--- config.mk ---
export PLATFORM = sky130hd
export DESIGN_NAME = cardhost_ctl
export DESIGN_NICKNAME = d
export VERILOG_FILES = /design/src/rtl/cardhost_pkg.sv /design/src/rtl/ch_field_reg.sv /design/src/rtl/ch_launch_ctl.sv /design/src/rtl/ch_irq_unit.sv /design/src/rtl/cardhost_ctl.sv
export SDC_FILE = /design/constraint.sdc
export NUM_CORES = 1
export LEC_CHECK = 0
export BUFFER_PORTS_ARGS = -buffer_cell sky130_fd_sc_hd__clkbuf_2
export CAP_MARGIN = 0
export CORE_UTILIZATION = 45
export CTS_CLUSTER_DIAMETER = 50
export CTS_CLUSTER_SIZE = 24
export DETAILED_ROUTE_END_ITERATION = 10
export PLACE_DENSITY = 0.75
export REMOVE_ABC_BUFFERS = 1
export SLEW_MARGIN = 25
export SYNTH_ARGS = -nofsm -noshare
export SYNTH_HDL_FRONTEND = slang
export SYNTH_SLANG_ARGS = --single-unit
--- constraint.sdc ---
create_clock -name clk -period 2.2 [get_ports clk]
set_input_delay 0.22 -clock clk [delete_from_list [all_inputs] [get_ports clk]]
set_output_delay 0.22 -clock clk [all_outputs]
set_load 0.1 [all_outputs]
--- src/rtl/cardhost_pkg.sv ---
package cardhost_pkg;
   localparam int unsigned A_CLKCTL = 0;
   localparam int unsigned A_STATUS = 1;
   localparam int unsigned A_CFG    = 2;
   localparam int unsigned A_CLKDIV = 3;
   localparam int unsigned A_RSPTMO = 4;
   localparam int unsigned A_RDTMO  = 5;
   localparam int unsigned A_BLKLEN = 6;
   localparam int unsigned A_BLKCNT = 7;
   localparam int unsigned A_IMASK  = 8;
   localparam int unsigned A_IREQ   = 9;
   localparam int unsigned A_CMDIDX = 10;
   localparam int unsigned A_ARGHI  = 11;
   localparam int unsigned A_ARGLO  = 12;

   localparam int unsigned CTL_STOP_B  = 0;
   localparam int unsigned CTL_START_B = 1;
   localparam int unsigned STS_CLKON_B = 8;
   localparam int unsigned CFG_DMA_B   = 7;
   localparam int unsigned CFG_HOLD_B  = 10;
   localparam int unsigned IRQ_CLKOFF_B = 4;
   localparam int unsigned IRQ_RX_B     = 5;
   localparam int unsigned IRQ_TX_B     = 6;

   localparam logic [31:0] CFG_KEEP = 32'h0000_3dff;
   localparam logic [31:0] CMD_TAG  = 32'h0000_0040;
endpackage

--- src/rtl/ch_field_reg.sv ---
module ch_field_reg #(
   parameter int W = 8
) (
   input  logic         clk,
   input  logic         rst_n,
   input  logic         we,
   input  logic [W-1:0] d,
   output logic [W-1:0] q
);
   if (W < 1) begin : g_bad_w
      $error("ch_field_reg: W must be at least 1");
   end

   always_ff @(posedge clk) begin
      if (!rst_n)  q <= '0;
      else if (we) q <= d;
   end
endmodule

--- src/rtl/ch_launch_ctl.sv ---
module ch_launch_ctl (
   input  logic       clk,
   input  logic       rst_n,
   input  logic       ctl_wr,
   input  logic [1:0] ctl_bits,
   input  logic       cfg_wr,
   input  logic       hold_new,
   input  logic       hold_cur,
   output logic       clk_en,
   output logic       start_ev,
   output logic       stop_ev,
   output logic       launch,
   output logic       abort
);
   import cardhost_pkg::*;

   logic pend_q;
   logic launch_d;

   assign stop_ev  = ctl_wr & ctl_bits[CTL_STOP_B];
   assign start_ev = ctl_wr & ctl_bits[CTL_START_B] & ~ctl_bits[CTL_STOP_B];

   assign launch_d = (cfg_wr & ~hold_new & clk_en) |
                     (start_ev & pend_q & ~hold_cur);

   always_ff @(posedge clk) begin
      if (!rst_n) begin
         clk_en <= 1'b0;
         pend_q <= 1'b0;
         launch <= 1'b0;
         abort  <= 1'b0;
      end else begin
         launch <= launch_d;
         abort  <= cfg_wr | stop_ev;
         if (stop_ev)       clk_en <= 1'b0;
         else if (start_ev) clk_en <= 1'b1;
         if (launch_d)      pend_q <= 1'b0;
         else if (cfg_wr)   pend_q <= 1'b1;
      end
   end


   launch_clk_chk: assert property (@(posedge clk) disable iff (!rst_n)
      launch |-> (clk_en && !pend_q));


   stop_abort_chk: assert property (@(posedge clk) disable iff (!rst_n)
      $fell(clk_en) |-> abort);
endmodule

--- src/rtl/ch_irq_unit.sv ---
module ch_irq_unit #(
   parameter int NUM_IRQ  = 13,
   parameter bit REG_IRQ  = 1'b0
) (
   input  logic               clk,
   input  logic               rst_n,
   input  logic [NUM_IRQ-1:0] evt,
   input  logic [NUM_IRQ-1:0] set_vec,
   input  logic [NUM_IRQ-1:0] clr_vec,
   input  logic [NUM_IRQ-1:0] mask,
   input  logic               dma_en,
   output logic [NUM_IRQ-1:0] req,
   output logic               irq,
   output logic               dma_rx,
   output logic               dma_tx
);
   import cardhost_pkg::*;

   if (NUM_IRQ <= IRQ_TX_B) begin : g_bad_n
      $error("ch_irq_unit: NUM_IRQ too small for FIFO request bits");
   end

   localparam logic [NUM_IRQ-1:0] FIFO_BITS =
      NUM_IRQ'((1 << IRQ_RX_B) | (1 << IRQ_TX_B));

   logic [NUM_IRQ-1:0] eff_mask;
   logic               irq_any;

   always_ff @(posedge clk) begin
      if (!rst_n) req <= '0;
      else        req <= (req & ~clr_vec) | set_vec | evt;
   end

   assign eff_mask = dma_en ? (mask | FIFO_BITS) : mask;
   assign irq_any  = |(req & ~eff_mask);
   assign dma_rx   = dma_en & req[IRQ_RX_B];
   assign dma_tx   = dma_en & req[IRQ_TX_B];

   if (REG_IRQ) begin : g_irq_reg
      always_ff @(posedge clk) begin
         if (!rst_n) irq <= 1'b0;
         else        irq <= irq_any;
      end
   end else begin : g_irq_comb
      assign irq = irq_any;
   end


   evt_wins_chk: assert property (@(posedge clk) disable iff (!rst_n)
      (|evt) |=> ((req & $past(evt)) == $past(evt)));


   dma_quiet_chk: assert property (@(posedge clk) disable iff (!rst_n)
      !dma_en |-> (!dma_rx && !dma_tx));
endmodule

--- src/rtl/cardhost_ctl.sv ---
module cardhost_ctl #(
   parameter int DATA_W   = 32,
   parameter int ADDR_W   = 4,
   parameter int NUM_IRQ  = 13,
   parameter int CFG_W    = 14,
   parameter int CLKDIV_W = 3,
   parameter int RSPTMO_W = 7,
   parameter int RDTMO_W  = 16,
   parameter int BLKLEN_W = 12,
   parameter int BLKCNT_W = 16,
   parameter int CMD_W    = 6,
   parameter int ARG_W    = 32,
   parameter bit REG_IRQ  = 1'b0
) (
   input  logic                clk,
   input  logic                rst_n,
   input  logic                bus_valid_i,
   input  logic                bus_write_i,
   input  logic [ADDR_W-1:0]   bus_addr_i,
   input  logic [DATA_W-1:0]   bus_wdata_i,
   input  logic [NUM_IRQ-1:0]  evt_i,
   output logic [DATA_W-1:0]   rd_data_o,
   output logic                irq_o,
   output logic                dma_rx_req_o,
   output logic                dma_tx_req_o,
   output logic                launch_o,
   output logic                abort_o,
   output logic                clk_en_o,
   output logic [CFG_W-1:0]    cfg_o,
   output logic [CLKDIV_W-1:0] clk_div_o,
   output logic [RSPTMO_W-1:0] rsp_tmo_o,
   output logic [RDTMO_W-1:0]  rd_tmo_o,
   output logic [BLKLEN_W-1:0] blk_len_o,
   output logic [BLKCNT_W-1:0] blk_cnt_o,
   output logic [CMD_W-1:0]    cmd_idx_o,
   output logic [ARG_W-1:0]    cmd_arg_o
);
   import cardhost_pkg::*;

   localparam int HALF_W = ARG_W / 2;
   localparam int FLD_N  = 7;
   localparam int FLD_MW = 16;

   if (DATA_W != 32)                 begin : g_bad_dw  $error("DATA_W must be 32"); end
   if (ARG_W % 2 != 0 || HALF_W > DATA_W) begin : g_bad_aw $error("bad ARG_W"); end
   if (CFG_W <= CFG_HOLD_B || CFG_W > 14) begin : g_bad_cw $error("bad CFG_W"); end
   if (CMD_W > 6)                    begin : g_bad_cmd $error("CMD_W above tag bit"); end
   if (NUM_IRQ > FLD_MW || NUM_IRQ <= IRQ_TX_B) begin : g_bad_ni $error("bad NUM_IRQ"); end
   if ((1 << ADDR_W) <= A_ARGLO)     begin : g_bad_ad  $error("ADDR_W too small"); end

   function automatic int fld_w(input int i);
      case (i)
         0: return CLKDIV_W;
         1: return RSPTMO_W;
         2: return RDTMO_W;
         3: return BLKLEN_W;
         4: return BLKCNT_W;
         5: return NUM_IRQ;
         default: return CMD_W;
      endcase
   endfunction

   function automatic int unsigned fld_a(input int i);
      case (i)
         0: return A_CLKDIV;
         1: return A_RSPTMO;
         2: return A_RDTMO;
         3: return A_BLKLEN;
         4: return A_BLKCNT;
         5: return A_IMASK;
         default: return A_CMDIDX;
      endcase
   endfunction

   logic              wr, rd;
   logic [FLD_MW-1:0] fld_q [FLD_N];
   logic [CFG_W-1:0]  cfg_q;
   logic [ARG_W-1:0]  arg_q;
   logic [NUM_IRQ-1:0] req, set_vec, clr_vec;
   logic              start_ev, stop_ev;
   logic              wr_cfg, wr_ctl, wr_ireq;
   logic              unused_bits;

   assign wr      = bus_valid_i &  bus_write_i;
   assign rd      = bus_valid_i & ~bus_write_i;
   assign wr_cfg  = wr && (bus_addr_i == ADDR_W'(A_CFG));
   assign wr_ctl  = wr && (bus_addr_i == ADDR_W'(A_CLKCTL));
   assign wr_ireq = wr && (bus_addr_i == ADDR_W'(A_IREQ));
   assign unused_bits = ^bus_wdata_i;

   for (genvar i = 0; i < FLD_N; i++) begin : g_fld
      localparam int FW = fld_w(i);
      logic [FW-1:0] q_w;
      ch_field_reg #(.W(FW)) u_fld (
         .clk (clk),
         .rst_n (rst_n),
         .we  (wr && (bus_addr_i == ADDR_W'(fld_a(i)))),
         .d   (bus_wdata_i[FW-1:0]),
         .q   (q_w)
      );
      assign fld_q[i] = FLD_MW'(q_w);
   end

   always_ff @(posedge clk) begin
      if (!rst_n) begin
         cfg_q <= '0;
         arg_q <= '0;
      end else if (wr) begin
         if (bus_addr_i == ADDR_W'(A_CFG))
            cfg_q <= bus_wdata_i[CFG_W-1:0] & CFG_KEEP[CFG_W-1:0];
         if (bus_addr_i == ADDR_W'(A_ARGHI))
            arg_q[ARG_W-1:HALF_W] <= bus_wdata_i[HALF_W-1:0];
         if (bus_addr_i == ADDR_W'(A_ARGLO))
            arg_q[HALF_W-1:0] <= bus_wdata_i[HALF_W-1:0];
      end
   end

   ch_launch_ctl u_launch (
      .clk      (clk),
      .rst_n    (rst_n),
      .ctl_wr   (wr_ctl),
      .ctl_bits (bus_wdata_i[1:0]),
      .cfg_wr   (wr_cfg),
      .hold_new (bus_wdata_i[CFG_HOLD_B]),
      .hold_cur (cfg_q[CFG_HOLD_B]),
      .clk_en   (clk_en_o),
      .start_ev (start_ev),
      .stop_ev  (stop_ev),
      .launch   (launch_o),
      .abort    (abort_o)
   );

   always_comb begin
      set_vec = '0;
      clr_vec = wr_ireq ? bus_wdata_i[NUM_IRQ-1:0] : '0;
      if (stop_ev)  set_vec[IRQ_CLKOFF_B] = 1'b1;
      if (start_ev) clr_vec[IRQ_CLKOFF_B] = 1'b1;
   end

   ch_irq_unit #(.NUM_IRQ(NUM_IRQ), .REG_IRQ(REG_IRQ)) u_irq (
      .clk     (clk),
      .rst_n   (rst_n),
      .evt     (evt_i),
      .set_vec (set_vec),
      .clr_vec (clr_vec),
      .mask    (fld_q[5][NUM_IRQ-1:0]),
      .dma_en  (cfg_q[CFG_DMA_B]),
      .req     (req),
      .irq     (irq_o),
      .dma_rx  (dma_rx_req_o),
      .dma_tx  (dma_tx_req_o)
   );

   always_comb begin
      rd_data_o = '0;
      if (rd) begin
         case (int'(bus_addr_i))
            A_STATUS: rd_data_o[STS_CLKON_B] = clk_en_o;
            A_CFG:    rd_data_o = DATA_W'(cfg_q);
            A_CLKDIV: rd_data_o = DATA_W'(fld_q[0]);
            A_RSPTMO: rd_data_o = DATA_W'(fld_q[1]);
            A_RDTMO:  rd_data_o = DATA_W'(fld_q[2]);
            A_BLKLEN: rd_data_o = DATA_W'(fld_q[3]);
            A_BLKCNT: rd_data_o = DATA_W'(fld_q[4]);
            A_IMASK:  rd_data_o = DATA_W'(fld_q[5]);
            A_IREQ:   rd_data_o = DATA_W'(req);
            A_CMDIDX: rd_data_o = DATA_W'(fld_q[6]) | CMD_TAG;
            A_ARGHI:  rd_data_o = DATA_W'(arg_q[ARG_W-1:HALF_W]);
            A_ARGLO:  rd_data_o = DATA_W'(arg_q[HALF_W-1:0]);
            default:  rd_data_o = '0;
         endcase
      end
   end

   assign cfg_o     = cfg_q;
   assign clk_div_o = fld_q[0][CLKDIV_W-1:0];
   assign rsp_tmo_o = fld_q[1][RSPTMO_W-1:0];
   assign rd_tmo_o  = fld_q[2][RDTMO_W-1:0];
   assign blk_len_o = fld_q[3][BLKLEN_W-1:0];
   assign blk_cnt_o = fld_q[4][BLKCNT_W-1:0];
   assign cmd_idx_o = fld_q[6][CMD_W-1:0];
   assign cmd_arg_o = arg_q;


   clkoff_req_chk: assert property (@(posedge clk) disable iff (!rst_n)
      $fell(clk_en_o) |-> req[IRQ_CLKOFF_B]);


   arg_half_chk: assert property (@(posedge clk) disable iff (!rst_n)
      (wr && bus_addr_i == ADDR_W'(A_ARGHI)) |=>
         (arg_q[HALF_W-1:0] == $past(arg_q[HALF_W-1:0])));


   cfg_abort_chk: assert property (@(posedge clk) disable iff (!rst_n)
      wr_cfg |=> abort_o);
endmodule

-- Word-level counts from Yosys, hierarchy flattened
Cells that the tools add are included.
- register bits: 135
- input port bits: 53
- output and inout port bits: 144
- word-level logic and storage cells: 76
- eq/ne operators: 12
- multiplexer cells: 8
- bitwise gates (word level): 24
- reductions and logical operators: 17
- operators by type and width (kind ; count):
    8-bit one-hot mux with 11 select lines ; 1
    7-bit one-hot mux with 8 select lines ; 1
    13-bit AND ; 2
    13-bit inverter ; 2
    4-bit == test, second input constant ; 5
    4-bit by 3-bit == test with 1-bit output, second input constant ; 4
    16-bit two-way mux ; 1
    13-bit two-way mux ; 1
    13-bit OR ; 1
    13-bit by 5-bit OR with 13-bit output ; 1
    13-bit OR reduction ; 1
    1-bit AND ; 11
    1-bit logical AND ; 10
    1-bit one-hot mux with 9 select lines ; 1
    4-bit by 2-bit == test with 1-bit output, second input constant ; 2
    7-bit two-way mux ; 1
    2-bit AND reduction ; 3
    1-bit inverter ; 5
    4-bit by 1-bit == test with 1-bit output, second input constant ; 1
    4-bit logical NOT ; 1
    2-bit OR reduction ; 2
    1-bit two-way mux ; 2
    1-bit OR ; 2

-- Logic depth before layout (Yosys ltp)
- depth after elaboration: 9
- mapped depth: 7

-- Modules after synthesis
From an unflattened synthesis, not the netlist that was laid out.
- cell total of the unflattened synthesis: 764
- area total of the unflattened synthesis: 6954.2 um^2
- by module, submodules not included (module ; instances ; cells each ; area each (um^2)):
    cardhost_ctl ; 1 ; 455 ; 3420.8
    ch_field_reg (g_fld[2].u_fld ...) ; 2 ; 51 ; 615.6
    ch_irq_unit ; 1 ; 62 ; 576.8
    ch_field_reg (g_fld[5].u_fld) ; 1 ; 42 ; 506.7
    ch_field_reg (g_fld[3].u_fld) ; 1 ; 38 ; 450.4
    ch_field_reg (g_fld[1].u_fld) ; 1 ; 22 ; 265.3
    ch_field_reg (g_fld[6].u_fld) ; 1 ; 19 ; 229.0
    ch_launch_ctl ; 1 ; 15 ; 165.2
    ch_field_reg (g_fld[0].u_fld) ; 1 ; 9 ; 108.9

-- Worst setup path before layout
Ideal clock, no wire load.
- path type: reg2out
- start point: register cfg_q[2], in the netlist cfg_o[2]
- end point: output rd_data_o[2]
- arrival time: 3156 ps
- setup slack: -1176 ps
- cell stages (with the launch flop): 5
- buffers on the path: 0
- cells stage by stage: dfxtp_1 -> nor3b_1 -> a31oi_1 -> o22a_1 -> a31oi_1
- word-level cells in the longest chain between the ends: 2
- RTL lines (element ; line ; source):
    from (decl) ; cardhost_ctl.sv:77 ; logic [CFG_W-1:0] cfg_q;
    from (signal assigned) ; cardhost_ctl.sv:110 ; cfg_q <= bus_wdata_i[CFG_W-1:0] & CFG_KEEP[CFG_W-1:0];
    8-bit one-hot mux with 11 select lines ; cardhost_ctl.sv:157 ; case (int'(bus_addr_i))
    16-bit two-way mux ; cardhost_ctl.sv:156 ; if (rd) begin
    to (decl) ; cardhost_ctl.sv:22 ; output logic [DATA_W-1:0] rd_data_o,
Every way passes these cells.

-- Final worst setup path
- start point: input bus_addr_i[0]
- end point: output rd_data_o[0]
- word-level cells in the longest chain between the ends: 3
- elaborated cells on any way between the ends: 13
- RTL lines (element ; line ; source):
    from (decl) ; cardhost_ctl.sv:19 ; input logic [ADDR_W-1:0] bus_addr_i,
    4-bit == test, or another cell as far along ; cardhost_ctl.sv:157 ;
    8-bit one-hot mux with 11 select lines (*) ; cardhost_ctl.sv:157 ;
    16-bit two-way mux (*) ; cardhost_ctl.sv:156 ;
Mark *: on every way between the ends. The rest lies on a longest branch, timed or not.

==> results_dict.tcl <==
set metrics [dict create \
    status "completed" \
    clock-root-buffer "clkbuf_16" \
    antenna_found_initial 0 \
    cp_common_cell "buf_4" \
    dr.pass1.iters 6 \
    r2r_slack_ns 1.26 \
    crit_path_end_kind "output port" \
    setup.worst_path.start_class "primary input" \
    synth_xor_area_frac 0 \
    die_y_um 126 \
    layout.nets 1049 \
    worstHoldStart "evt_i[3]" \
    worstPathCellList "clkbuf_2 > buf_4 > nor2b_1 > a32oi_1 > a21o_1 > a31oi_1 > buf_4 > buf_12" \
    slowest_stage "nor2b_1" \
    synthTopCellsByCount "nand2_1 (202), dfxtp_1 (135), a21boi_1 (65)" \
    max_clock_freq_ghz 0.461 \
    required_ns 1.98 \
    ys_seq_area_frac 0.391 \
    hold_class "primary input to register" \
    synth_edf_count 0 \
    cts-htree-levels 4 \
    grt_pass1_wl_um 36600 \
    synth_cells 812 \
    cts.sinks 135 \
    routed_wl_um 23700 \
    post_cts_buffers 0 \
    cp-startpoint "bus_addr_i[0]" \
    finalClockSkew_ns 0.00152 \
    synth_most_common_cell "nand2_1" \
    gp_congestion 0.936 \
    num-fill-cells 1272 \
    drv_cap 0 \
    clock_latency_ns 0.42 \
    finalPower_w 0.00626 \
    post-route-drc-count 0 \
    ff2ff_path_depth 3 \
    cts_tree "done" \
    drtAntennaViolNets 0 \
    clk_path_buf_depth 2 \
    grt_max_degree 65 \
    port_buffers 163 \
    die_w_um 126 \
    powerDensity_nw_per_um2 694 \
    worst_r2r_endpoint "u_launch.pend_q" \
    synth_cell_types 60 \
    drv_slew 0 \
    vias 6913 \
    synth.cell_area_um2 6910 \
    yosys-top-cells-area "dfxtp_1 (39%), nand2_1 (11%), a21boi_1 (7.1%)" \
    ioPinCount 197 \
    setup_viol 0 \
    slowest_delay_ns 0.36 \
    synthMuxAreaShare 0.0429 \
    grt_pass1_vias 6493 \
    path_class "primary input to output port" \
    synthAdderAreaFrac 0 \
    ys_ff_latch 135 \
    clk_pin_slew_ns 0.06 \
    period_needed_ns 2.17 \
    arrival_ns 1.95 \
    syn2layout_area_growth_pct 30.7 \
    core_area_um2 14800 \
    syn_area_per_cell_um2 8.50 \
    num_rows 44 \
    cts_buffers 17 \
    synth_top_family_by_area "compound AO/OA/AOI/OAI gates" \
    ys_warn_count 0 \
    synthFlopType "dfxtp_1" \
    cp_max_fo 13 \
    postSynth.asyncResetShare 0 \
    avgRoutedWirePerCell_um 19.9 \
    dp_hpwl_um 17000 \
    synth.top_cell.area_share 0.391 \
    drt_iter0_markers 797 \
    start_util 0.468 \
    setup_ws_ns 0.0298 \
    min_to "u_irq.req[3]" \
    fp.dieArea_um2 15800 \
    overflow 0 \
    yosysTopAreaCell "dfxtp_1" \
    ir_drop_uv 588 \
    fin_crit_sh 0.986 \
    worstMarginPinSlew_ns 0.575 \
    leakage_nw 3.58 \
    pre_cts_slack_ns 0.0467 \
    finalHoldViolCount 0 \
    via_per_inst 5.80 \
    rr_startpoint "u_launch.clk_en" \
    track_usage 0.304 \
    drive_gt1_frac 0.290 \
    hold_depth 2 \
    diodes 0 \
    synth_compound_gate_area_share 0.250 \
    slew_headroom 0.616 \
    synthSimpleGateAreaFrac 0.231 \
]
critical path: cells and delay by family:
family	cells	cell delay [ns]
buffers and inverters	4	0.79
and+or+nand+nor	1	0.36
AOI/OAI and AO/OA	3	0.58
layout make-up:
cell class / instances / area, um2 / share of cell area
inverters: 14 / 52.6 / 0.00582
multi-input cells: 590 / 3710 / 0.411
repair buffers: 238 / 1730 / 0.191
clock buffers: 22 / 454 / 0.0503
flip-flops and latches: 135 / 2700 / 0.299
well taps: 184 / 230 / 0.0255
clock inverters: 9 / 150 / 0.0166
per-stage QoR:
stage / utilization / TNS [ns] / area, um2 / instances / hold WS [ns]
2_1_floorplan: - / -14.34 / 6430 / 739 / 0.338
3_3_place_gp: 0.567 / 0 / 8370 / 1159 / 0.431
3_5_place_dp: 0.567 / 0 / 8370 / 1159 / 0.436
4_1_cts: 0.610 / 0 / 8990 / 1192 / 0.00367
5_1_grt: 0.612 / -0.0189 / 9030 / 1192 / 0.00836
6_report: 0.612 / 0 / 9030 / 1192 / 0.0112
state kept, by name, summed over array words and instances (netlist names):
register         cells
cfg_o               13
u_launch.launch      1
g_fld.u_fld.q       73
u_irq.req           13
cmd_arg_o           32
u_launch.clk_en      1
u_launch.abort       1
u_launch.pend_q      1
layer usage:
layer / up-vias / GRT usage / share of wire
li1: 3177 / - / -
met1: 3240 / 0.401 / 0.41
met2: 438 / 0.477 / 0.46
met3: 58 / 0.0790 / 0.099
met4: 0 / 0.117 / 0.028
met5: - / 0 / 0
how the worst max path moves through the flow:
stage / cells past startpoint / slack [ns] / endpoint
after floorplan: 4 / -1.18 / rd_data_o[2]
after global placement: 9 / 0.04 / rd_data_o[0]
after detailed placement: 9 / 0.05 / rd_data_o[0]
after CTS: 9 / 0.04 / rd_data_o[0]
after global routing: 9 / -0.02 / rd_data_o[0]
final: 8 / 0.03 / rd_data_o[0]
cells in the final DEF, fill, tap and decap left out, types with 4 or more instances in the layout:
master     instances
clkbuf_1           4
a22oi_1           16
a22o_1            11
mux2i_1           24
mux2_2             5
clkbuf_16         17
and2_1             5
nand2_1          202
dfxtp_1          135
inv_1             14
nor3_4             6
nor2_1             7
nand3b_1           7
bufinv_16          4
nand3_1           13
nor2b_1           32
buf_4             66
a221oi_1           9
a31oi_1           10
clkbuf_2         145
nand2b_1           7
conb_1            17
a32oi_1            9
a21boi_1          65
o22ai_1            4
buf_12            24
and3_1             7
a21o_1             4
a32o_1             7
o21a_1            12
a21boi_0          41
a21oi_1           15
and4b_1            5
report_power, final:
group | internal (W) | leakage, nW | switching [W]
Clock | 0.00191 | 0.290 | 0.00107
Sequential | 0.00248 | 1.09 | 0.0000311
Combinational | 0.000221 | 2.20 | 0.000551
Total | 0.00461 | 3.58 | 0.00165
timing repair:
action                                  in CTS  in global routing
gates resized for setup                      0                  7
endpoints found under the setup margin       0                 10
endpoints found under the hold margin        2                  0
hold buffers                                 2                  0
logic make-up (layout without fill, tap and decap cells):
family / Yosys count / after routing
AO/OA/AOI/OAI: 227 / 227
buffers and inverters: 103 / 283
flip-flops: 135 / 135
multiplexers: 29 / 29
other: 1 / 17
AND/OR/NAND/NOR: 317 / 317
Note: power is estimated with default switching activity, not from simulation.
